$ cat src/rtl/uart_irq_pkg.sv
package uart_irq_pkg;
    localparam int CODE_W = 6;
    localparam int IER_W  = 4;
    localparam int NFLAG  = 4;

    // latched flag indices
    localparam int F_LSR = 0;
    localparam int F_TMO = 1;
    localparam int F_THR = 2;
    localparam int F_MSR = 3;

    // enable bit positions
    localparam int E_RXD = 0;
    localparam int E_THR = 1;
    localparam int E_LSR = 2;
    localparam int E_MSR = 3;

    localparam logic [CODE_W-1:0] CODE_NONE = 6'b000001;
    localparam logic [CODE_W-1:0] CODE_LSR  = 6'b000110;
    localparam logic [CODE_W-1:0] CODE_RXD  = 6'b000100;
    localparam logic [CODE_W-1:0] CODE_TMO  = 6'b001100;
    localparam logic [CODE_W-1:0] CODE_THR  = 6'b000010;
    localparam logic [CODE_W-1:0] CODE_MSR  = 6'b000000;

    typedef struct packed {
        logic flag;
    } flag_state_t;
endpackage

$ cat src/rtl/irq_flag.sv
module irq_flag
    import uart_irq_pkg::*;
(
    input  logic clk_i,
    input  logic rst_i,
    input  logic set_i,
    input  logic clr_i,
    output logic flag_o
);
    flag_state_t st_d, st_q;

    always_comb begin
        st_d = st_q;
        if (clr_i) st_d.flag = 1'b0;
        if (set_i) st_d.flag = 1'b1;
    end

    always_ff @(posedge clk_i) begin
        if (rst_i) st_q <= '0;
        else       st_q <= st_d;
    end

    assign flag_o = st_q.flag;

    // a set in the same cycle as a clear leaves the flag set
    assert_set_wins_R10: assert property (@(posedge clk_i) disable iff (rst_i)
        set_i |=> flag_o);
endmodule

$ cat src/rtl/irq_prio_enc.sv
module irq_prio_enc
    import uart_irq_pkg::*;
(
    input  logic [NFLAG-1:0]  flags_i,
    input  logic              rx_lvl_i,
    input  logic [IER_W-1:0]  ier_i,
    output logic [CODE_W-1:0] code_o,
    output logic              any_o
);
    always_comb begin
        code_o = CODE_NONE;
        any_o  = 1'b1;
        if (flags_i[F_LSR] && ier_i[E_LSR])      code_o = CODE_LSR;
        else if (flags_i[F_TMO] && ier_i[E_RXD]) code_o = CODE_TMO;
        else if (rx_lvl_i && ier_i[E_RXD])       code_o = CODE_RXD;
        else if (flags_i[F_THR] && ier_i[E_THR]) code_o = CODE_THR;
        else if (flags_i[F_MSR] && ier_i[E_MSR]) code_o = CODE_MSR;
        else                                     any_o  = 1'b0;
    end
endmodule

$ cat src/rtl/uart_irq_ident.sv
module uart_irq_ident
    import uart_irq_pkg::*;
(
    input  logic             clk_i,
    input  logic             rst_i,
    input  logic             lsr_err_evt_i,
    input  logic             rx_trig_lvl_i,
    input  logic             rx_tmo_evt_i,
    input  logic             thr_empty_evt_i,
    input  logic             modem_chg_evt_i,
    input  logic [IER_W-1:0] ier_i,
    input  logic             fifo_en_i,
    input  logic             out_en_i,
    input  logic             force_en_i,
    input  logic             lsr_rd_i,
    input  logic             rbr_rd_i,
    input  logic             isr_rd_i,
    input  logic             thr_wr_i,
    input  logic             msr_rd_i,
    output logic [7:0]       ident_o,
    output logic             irq_o,
    output logic             irq_oe_o
);
    logic [NFLAG-1:0]  set_v, clr_v, flags;
    logic [CODE_W-1:0] code;
    logic              any;

    always_comb begin
        set_v        = '0;
        clr_v        = '0;
        set_v[F_LSR] = lsr_err_evt_i;
        set_v[F_TMO] = rx_tmo_evt_i;
        set_v[F_THR] = thr_empty_evt_i;
        set_v[F_MSR] = modem_chg_evt_i;
        clr_v[F_LSR] = lsr_rd_i;
        clr_v[F_TMO] = rbr_rd_i;
        clr_v[F_THR] = thr_wr_i || (isr_rd_i && code == CODE_THR);
        clr_v[F_MSR] = msr_rd_i;
    end

    for (genvar i = 0; i < NFLAG; i++) begin : g_flag
        irq_flag u_flag (
            .clk_i  (clk_i),
            .rst_i  (rst_i),
            .set_i  (set_v[i]),
            .clr_i  (clr_v[i]),
            .flag_o (flags[i])
        );
    end

    irq_prio_enc u_enc (
        .flags_i  (flags),
        .rx_lvl_i (rx_trig_lvl_i),
        .ier_i    (ier_i),
        .code_o   (code),
        .any_o    (any)
    );

    assign ident_o  = {fifo_en_i, fifo_en_i, code};
    assign irq_o    = any;
    assign irq_oe_o = out_en_i | force_en_i;

    assert_lsr_clear_R2: assert property (@(posedge clk_i) disable iff (rst_i)
        (lsr_rd_i && !lsr_err_evt_i) |=> ident_o[5:0] != CODE_LSR);
    assert_lsr_report_R2: assert property (@(posedge clk_i) disable iff (rst_i)
        (lsr_err_evt_i && ier_i[E_LSR]) |=> (!ier_i[E_LSR] || ident_o[5:0] == CODE_LSR));
    assert_tmo_clear_R4: assert property (@(posedge clk_i) disable iff (rst_i)
        (rbr_rd_i && !rx_tmo_evt_i) |=> ident_o[5:0] != CODE_TMO);
    assert_thr_clear_R5: assert property (@(posedge clk_i) disable iff (rst_i)
        (thr_wr_i && !thr_empty_evt_i) |=> ident_o[5:0] != CODE_THR);
    assert_msr_clear_R6: assert property (@(posedge clk_i) disable iff (rst_i)
        (msr_rd_i && !modem_chg_evt_i) |=> ident_o[5:0] != CODE_MSR);
    assert_reset_idle_R1: assert property (@(posedge clk_i)
        rst_i |=> (ident_o[5:0] == CODE_NONE || rx_trig_lvl_i));
endmodule

$ cat config.mk
export PLATFORM = sky130hd
export DESIGN_NAME = uart_irq_ident
export DESIGN_NICKNAME = d
export VERILOG_FILES = /design/src/rtl/uart_irq_pkg.sv /design/src/rtl/irq_flag.sv /design/src/rtl/irq_prio_enc.sv /design/src/rtl/uart_irq_ident.sv
export SDC_FILE = /design/constraint.sdc
export NUM_CORES = 1
export LEC_CHECK = 0
export ABC_AREA = 1
export BUFFER_PORTS_ARGS = -buffer_cell sky130_fd_sc_hd__buf_2
export CORE_AREA = 2 2 39 41
export CTS_BUF_LIST = sky130_fd_sc_hd__clkbuf_8
export DETAILED_ROUTE_END_ITERATION = 12
export DIE_AREA = 0 0 41 43
export PLACE_DENSITY = 0.48
export SLEW_MARGIN = 20
export SYNTH_ARGS = -nofsm -noshare
export SYNTH_HDL_FRONTEND = slang
export SYNTH_SLANG_ARGS = --single-unit
$ cat constraint.sdc
create_clock -name clk_i -period 1.21 [get_ports clk_i]
set_clock_uncertainty 0.1 [all_clocks]
set_input_delay 0.242 -clock clk_i [delete_from_list [all_inputs] [get_ports clk_i]]
set_output_delay 0.242 -clock clk_i [all_outputs]
set_load 0.005 [all_outputs]
==> impl_metrics.ini, run 1 <==
[sta]
fin_setup_tns_ps = -357
grt_setup_unrepaired = true
final_max_slew_viol_count = 0
period_share_pct = 110
worst_slack_ps = -125
hold_viol = 0
holdWs_ps = 134
fin_crit_ps = 1330
setup-violations-final = 5
max_freq_mhz = 749

[status]
status = finished, violations left
violations = setup timing

[placement]
placed_area_um2 = 368
portBuffers = 23
place_congestion = 0.575
dpl.cell_count = 75
hpwl_um = 498

[finish]
multi_input_area_um2 = 136
layout.cells.non_filler = 78
area_growth_pct = 74.1
nets = 83
diodes = 0
largest_reg_flops = 4
layout-drive-gt1-share_pct = 58.1
ff_latch_area_um2 = 82.6
fill_cells = 167
design_area_um2 = 438

[setup_path]
r2r_cells = 5
path_max_fanout = 3
start_kind = flip-flop
crit_type = flip-flop to output pin
crit_path_end_kind = output pin
cpLargestDelayFamily = flip-flops
worst-path-buf-inv = 2
cp_slowest_stage_delay_ps = 320
timing.rr.end = g_flag[2].u_flag.flag_o
cp_slowest_cell = dfxtp_2
arrival_ps = 990
cp_cell_sequence = o21ai_4, nand2_2, nor2_4, inv_2, buf_6
timing.rr.start = g_flag[2].u_flag.flag_o
r2r_setup_slack_ps = 310
required_ps = 870

[job]
drv_cap = 0

[drt]
drtIter0Drc = 0
routedWlPerCell_um = 7.12
drc = 0
avgViaCountPerCell = 3.79
ant_nets = 0
vias = 296
wl_um = 555
firstDrtPassIters = 1

[clock_network]
clockBufferDepth = 2
clk_pin_slew_worst_paths_ps = 30
htreeDepth = 1
cts-root-buf = clkbuf_8
cts_made_buffers = 3
worstSkewPairLatency_ps = 210
cts_tree = yes
cts_hold_buffers = 0
numClockSinks = 4

[synth]
synth_warnings = 0
yosysSeqAreaShare_pct = 31.8
synth_cell_types = 14
ys_ff_latch = 4
synth.avg_cell_area_um2 = 6.62
syn_inst = 38
synthesis.area_um2 = 251

[grt]
grt_usage_pct = 7.53
antenna_found_initial = 0
grt_pass1_wl_um = 862
gr-total-overflow = 0
first_global_vias = 258
grt_max_degree = 5

[worst_hold_path]
hp-start = rst_i
hold_depth = 2
hold_end = g_flag[1].u_flag.flag_o
hold_path_class = primary input to flip-flop

[die]
die_width_um = 41
die_h_um = 43
core_mm2 = 0.00138
die_area_mm2 = 0.00176
initial_core_util_pct = 18.2
rows = 14
io_pins = 29

[power]
p_total_w = 0.000520
vdd_ir_drop_max_mv = 0.955
leakage_nw = 0.246
p_per_area_mw_per_mm2 = 1190
-- worst register-to-register path: stages (launching register included) --
cell and delay (ps):
dfxtp_1 330, nand2_1 70, nor2_1 90, nand3_1 90
nand2_1 60, a21oi_1 50
-- layout make-up --
type	instances	share of cell area (%)
well taps	16	4.57
inverters	6	5.14
multi-input cells	25	31.1
repair buffers	24	30.9
flip-flops and latches	4	18.9
clock buffers	3	9.43
-- cells by family after synthesis --
family / share of synthesized area (%)
AOI/OAI and AO/OA: 11.4
buffers and inverters: 20.9
DFF: 31.8
other: 1.49
and+or+nand+nor: 34.3
-- how the worst max path moves through the flow --
stage | from | endpoint | cells past startpoint
floorplan | g_flag[1].u_flag.flag_o | irq_o | 4
global placement | rx_trig_lvl_i | irq_o | 6
detailed placement | rx_trig_lvl_i | irq_o | 6
CTS | g_flag[1].u_flag.flag_o | irq_o | 5
global route | g_flag[1].u_flag.flag_o | irq_o | 5
finish | g_flag[1].u_flag.flag_o | irq_o | 5
-- through the flow --
stage	setup slack [ps]	util, %
2_1_floorplan	155	-
3_3_place_gp	54.2	26.6
3_5_place_dp	25.2	26.6
4_1_cts	-142	30.4
5_1_grt	-185	31.6
6_report	-125	31.6
-- report_power, final --
group	leakage [nW]	total [W]	switching, W	internal, W
Clock	0.0216	0.000272	0.0000604	0.000211
Combinational	0.190	0.0000995	0.0000425	0.0000570
Sequential	0.0339	0.000149	0.00000637	0.000143
Total	0.246	0.000520	0.000109	0.000411
-- what timing repair did --
action	4_1_cts	5_1_grt
pin swaps	1	0
endpoints found under the setup margin	5	5
setup buffers	0	0
gates resized for setup	3	4
-- Yosys cell counts --
master   instances  area, um2
nand2_1          6       22.5
buf_4            4       30.0
nand2_2          1       6.26
o21ai_2          1       8.76
inv_2            1       3.75
inv_1            5       18.8
nor2_4           1       11.3
nand3_1          2       10.0
conb_1           1       3.75
or2_2            1       6.26
nor2_1           6       22.5
and3_2           1       7.51
a21oi_1          4       20.0
dfxtp_1          4       80.1
-- layer usage --
layer	part of all wire, %	track usage (%)	wire length [um]	up-vias
met5	0	0	0	-
met4	0	2.00	0	0
met3	13	6.28	70	0
met2	47	11.9	262	19
met1	40	7.07	222	118
li1	-	-	-	159
-- placed cells by master (no fill, tap or decap) --
cell type  instances
buf_2             21
nor2_1             6
nand2_1            5
inv_1              5
a21oi_1            4
clkbuf_8           3
nand3_1            2
nand2_2            2
conb_1             2
dfxtp_2            2
dfxtp_1            2
buf_6              2
o21ai_4            1
nor2_4             1
and3_4             1
or2_2              1
inv_2              1
buf_4              1
(Power assumes the default switching activity.)
==> run 2: changes to the inputs <==
- ABC_AREA: 1 -> not set
- clock period: 1.21 -> 1.4 ns (I/O delays scaled with it)
==> run 2 against run 1 <==
Compared with the run above:
- the run still ends with setup timing left
- global-route usage increased by 1.0 points
- non-clock buffer count up 3
- combinational power fell by 18%
- clock power shrank 8.5%
- via count increased by 1.7%
- synthesized cell count decreased by 18%
- first-iteration DRC count grew 7
- sequential cell count did not move
==> impl_metrics.ini, run 2 <==
[status]
status = finished, violations left
violations = setup timing

[sta]
fin_crit_ps = 1500
period_share_pct = 107
setup-violations-final = 3
holdWs_ps = 166
grt_setup_unrepaired = true
hold_viol = 0
worst_slack_ps = -101
fin_setup_tns_ps = -194
max_freq_mhz = 666
final_max_slew_viol_count = 0

[finish]
area_growth_pct = 77.7
diodes = 0
multi_input_area_um2 = 125
nets = 79
largest_reg_flops = 4
layout-drive-gt1-share_pct = 65.5
final_common_cell = buf_2
ff_latch_area_um2 = 82.6
final_cell_mix = buf_2 (23), inv_1 (4), a21oi_1 (4), buf_4 (4)
fill_cells = 153
layout.core_utilization_pct = 31.0

[die]
die_area_mm2 = 0.00176
initial_core_util_pct = 17.5
io_pins = 29
core_mm2 = 0.00138
die_h_um = 43
rows = 14
die_width_um = 41

[setup_path]
arrival_ps = 1120
path_max_fanout = 3
required_ps = 1020
start_kind = flip-flop
timing.rr.start = g_flag[1].u_flag.flag_o
r2r_cells = 5
crit_type = flip-flop to output pin
r2r_setup_slack_ps = 230
timing.rr.end = g_flag[2].u_flag.flag_o
crit_path_end_kind = output pin

[synth]
ys_ff_latch = 4
synthesis.area_um2 = 241
synth_edf_count = 0
synth_area_leaders = dfxtp_1 (33%), buf_4 (12%), a21oi_1 (8.3%), inv_1 (6.2%), nand2_2 (5.2%)
synth_warnings = 0
synth.avg_cell_area_um2 = 7.79
yosysTopAreaCell = dfxtp_1
yosysTopAreaCellShare_pct = 33.2
netlist_top_cells_count = a21oi_1 (4), buf_4 (4), dfxtp_1 (4), inv_1 (4), nor2_1 (3)
async_reset_ff_share_pct = 0
synthFlopType = dfxtp_1
synth_cell_types = 16
yosysSeqAreaShare_pct = 33.2
syn_inst = 31

[power]
p_total_w = 0.000460
combPwrFrac_pct = 17.7
p_sw_w = 0.000104
pwr-share-clk_pct = 54.0
leakage_nw = 0.242
vdd_ir_drop_max_mv = 0.568
intPower_w = 0.000356
p_sw_share_pct = 22.6
p_per_area_mw_per_mm2 = 1070
sequentialPowerShare_pct = 28.2

[worst_hold_path]
hold_end = g_flag[1].u_flag.flag_o
hold_path_class = primary input to flip-flop
hold_depth = 3
hp-start = rx_tmo_evt_i

[drt]
drtIter0Drc = 7
wl_um = 654
ant_nets = 0
avgViaCountPerCell = 4.07
firstDrtPassIters = 4
vias = 301
routedWlPerCell_um = 8.84
drc = 0

[clock_network]
worstSkewPairLatency_ps = 220
htreeDepth = 1
cts_made_buffers = 3
clockBufferDepth = 2
cts-root-buf = clkbuf_8
cts_hold_buffers = 0
cts_tree = yes
numClockSinks = 4
clk_pin_slew_worst_paths_ps = 30

[placement]
place_congestion = 0.520
portBuffers = 23
dpl_worst_slack_ps = 45.9
hpwl_um = 496

[grt]
global_route.usage.met2_pct = 11.3
antenna_found_initial = 0
grt_util_met3_pct = 9.42
grt_usage_pct = 8.53
grt_pass1_wl_um = 883
first_global_vias = 243
grt_max_degree = 6
grt_use_met1_pct = 8.04
busiest_layer = met2
gr-total-overflow = 0

[job]
drv_cap = 0
[run 2: cell types whose count changed in the layout (fill, tap and decap cells not counted), moves of 2 or more]
cell / previous run / this run
buf_2: 21 / 23
buf_4: 1 / 4
buf_6: 2 / 0
nand2_1: 5 / 1
nand3_1: 2 / 0
nor2_1: 6 / 3
[run 2: repair_timing]
| action | 4_1_cts | 5_1_grt |
|---|---|---|
| buffers inserted | 2 | 1 |
| gates cloned | 0 | 0 |
| gates resized for setup | 2 | 1 |
| setup endpoints to repair | 3 | 4 |
| pin swaps | 3 | 1 |
[run 2: worst max-delay path by stage]
stage                            start     to  cells past startpoint
2_1_floorplan  g_flag[1].u_flag.flag_o  irq_o                      3
3_3_place_gp             rx_trig_lvl_i  irq_o                      5
3_5_place_dp             rx_trig_lvl_i  irq_o                      5
4_1_cts        g_flag[1].u_flag.flag_o  irq_o                      4
5_1_grt        g_flag[1].u_flag.flag_o  irq_o                      4
6_report       g_flag[1].u_flag.flag_o  irq_o                      4
[run 2: per-stage QoR]
stage / std cells / cell area, um2
2_1_floorplan: 32 / 245
3_3_place_gp: 68 / 358
3_5_place_dp: 68 / 358
4_1_cts: 73 / 420
5_1_grt: 74 / 429
6_report: 74 / 429
[run 2: worst max-delay path: stages, from the launching register on]
cell,delay [ps]
dfxtp_2,310
o21ai_2,140
nand2_2,80
a221o_1,250
buf_2,120
[run 2: routing by layer]
metal | vias up | share of wire (%) | wire (um)
li1 | 157 | - | -
met3 | 3 | 15 | 99
met5 | - | 0 | 0
met4 | 0 | 1.7 | 11
met1 | 120 | 39 | 255
met2 | 21 | 44 | 288
[run 2: cells by family (layout without fill, tap and decap cells)]
kind of cell | Yosys count | after routing | synth area share [%]
AND/OR/NAND/NOR | 10 | 10 | 23.3
AO/OA/AOI/OAI | 8 | 8 | 23.3
buffers and inverters | 8 | 34 | 18.7
flip-flops | 4 | 4 | 33.2
other | 1 | 2 | 1.55
[run 2: layout make-up]
cell class	count	share of cell area (%)
clock buffers	3	9.62
inverters	4	3.50
multi-input cells	20	29.2
flip-flops and latches	4	19.2
well taps	16	4.66
repair buffers	27	33.8
[run 2: power groups by stage]
stage / sequential (W) / clock (W) / combinational (W)
2_1_floorplan: 0.000129 / 0 / 0.0000381
3_3_place_gp: 0.000131 / 0 / 0.0000724
3_5_place_dp: 0.000131 / 0 / 0.0000731
4_1_cts: 0.000129 / 0.000260 / 0.0000800
5_1_grt: 0.000131 / 0.000272 / 0.0000922
6_report: 0.000130 / 0.000249 / 0.0000817
==> run 3: changes to the inputs <==
- ABC_AREA: not set -> 1
==> run 3 against run 2 <==
Compared with the run above:
- the flow now finishes without violations
- combinational power decreased by 2%
- sequential cell count did not move
- clock-buffer cell count stayed put
- core utilization fell by 0.90 points
- clock power fell by 4%
- non-clock buffer count fell by 4
- register-to-register slack improved by 280 ps
- sequential power hardly changed
- global-route usage down 1.5 points
- fmax rose by 8.7%
- critical endpoint unchanged
- largest cell class is now multi-input combinational cells
- highest routed layer is now met3
==> impl_metrics.ini, run 3 (synthesis gave the netlist of run 1 again) <==
[sta]
grt_setup_unrepaired = true
hold_viol = 0
max_freq_mhz = 724
setup-violations-final = 0
period_share_pct = 98.6
fin_setup_tns_ps = 0
fin_crit_ps = 1380
final_max_slew_viol_count = 0

[finish]
final_common_cell = buf_2
fill_cells = 173
area_growth_pct = 65.7
layout-drive-gt1-share_pct = 54.1
nets = 82
diodes = 0
final_cell_mix = buf_2 (22), nand2_1 (6), nor2_1 (6)
largest_reg_flops = 4
layout.core_utilization_pct = 30.1
multi_input_area_um2 = 130
ff_latch_area_um2 = 81.3

[clock_network]
cts_hold_buffers = 0
clockBufferDepth = 2
worstSkewPairLatency_ps = 210
cts_tree = yes
numClockSinks = 4
htreeDepth = 1
clk_pin_slew_worst_paths_ps = 30
cts-root-buf = clkbuf_8
post-cts-setup-buffer-count = 0
cts_made_buffers = 3

[die]
die_area_mm2 = 0.00176
rows = 14
die_width_um = 41
initial_core_util_pct = 18.2
die_h_um = 43
io_pins = 29
core_mm2 = 0.00138

[setup_path]
crit_path_end_kind = output pin
cp_slowest_cell = dfxtp_2
required_ps = 1020
worst-path-buf-inv = 2
cp_slowest_stage_delay_ps = 330
cpLargestDelayFamily = flip-flops
crit_type = flip-flop to output pin
arrival_ps = 1000
start_kind = flip-flop
cp_cell_sequence = o21ai_4, nand2_2, nor2_4, inv_2, buf_6
path_max_fanout = 3

[drt]
routedWlPerCell_um = 7.09
vias = 287
drc = 0
firstDrtPassIters = 1
drtIter0Drc = 0
wl_um = 546
ant_nets = 0
avgViaCountPerCell = 3.73

[status]
status = finished, final reports clean

[power]
combPwrFrac_pct = 17.9
p_sw_w = 0.0000962
p_sw_share_pct = 21.6
p_per_area_mw_per_mm2 = 1070
sequentialPowerShare_pct = 28.8
vdd_ir_drop_max_mv = 0.505
pwr-share-clk_pct = 53.4
leakage_nw = 0.240
intPower_w = 0.000350

[grt]
gr-total-overflow = 0
grt_usage_pct = 7.03
grt_pass1_wl_um = 807
grt_max_degree = 5
antenna_found_initial = 0
first_global_vias = 256

[job]
drv_cap = 0

[placement]
place_congestion = 0.574
portBuffers = 23

[worst_hold_path]
hold_path_class = primary input to flip-flop
run 3: changes by cell type in the layout (fill, tap and decap cells not counted), moves of 2 or more:
| cell | before | now |
|---|---|---|
| nor2_1 | 3 | 6 |
| buf_4 | 4 | 0 |
| nand3_1 | 0 | 2 |
| nand2_1 | 1 | 6 |
run 3: power by group through the flow:
stage	clock network, W	logic [W]	registers, W
floorplan	0	0.0000430	0.000128
global placement	0	0.0000732	0.000129
detailed placement	0	0.0000743	0.000129
CTS	0.000247	0.0000769	0.000128
global route	0.000253	0.0000928	0.000129
finish	0.000238	0.0000797	0.000128
run 3: area by class of cell:
type                       instances  area share, %
clock buffer                       3           9.91
inverter                           6           5.41
timing repair buffer              23           29.1
sequential                         4           19.5
tap                               16           4.80
multi-input combinational         25           31.2
run 3: timing repair:
item                       4_1_cts  5_1_grt
setup endpoints to repair        2        2
pin swaps                        2        1
resized for setup                2        1
run 3: per-layer routing:
metal / up-vias / part of all wire, % / global-route usage, %
met5: - / 0 / 0
met4: 0 / 0 / 6.00
met3: 0 / 12 / 3.14
met2: 19 / 46 / 10.6
met1: 113 / 42 / 6.75
li1: 155 / - / -
run 3: worst paths after layout:
path                                 from                       to  slack [ps]  cells past startpoint
hold / removal                      rst_i  g_flag[1].u_flag.flag_o         170                      2
setup / recovery  g_flag[1].u_flag.flag_o                    irq_o          20                      5
hold reg to reg   g_flag[3].u_flag.flag_o  g_flag[3].u_flag.flag_o         390                      2
setup reg to reg  g_flag[2].u_flag.flag_o  g_flag[2].u_flag.flag_o         510                      5
run 3: metrics by stage:
stage,instance area (um2),setup WS [ps],hold WS [ps],instances,power (W)
after global placement,360,168,373,74,0.000202
after CTS,410,-0.502,167,77,0.000453
after global routing,417,-38.6,166,77,0.000475
after floorplan,255,307,249,39,0.000171
final,417,19.2,168,77,0.000447
after detailed placement,360,146,382,74,0.000203
run 3: worst register-to-register path, stage by stage (launching register included):
cell and delay (ps):
dfxtp_1 340, nand2_1 70, nor2_1 80, nand3_1 80
nand2_1 60, a21oi_1 50
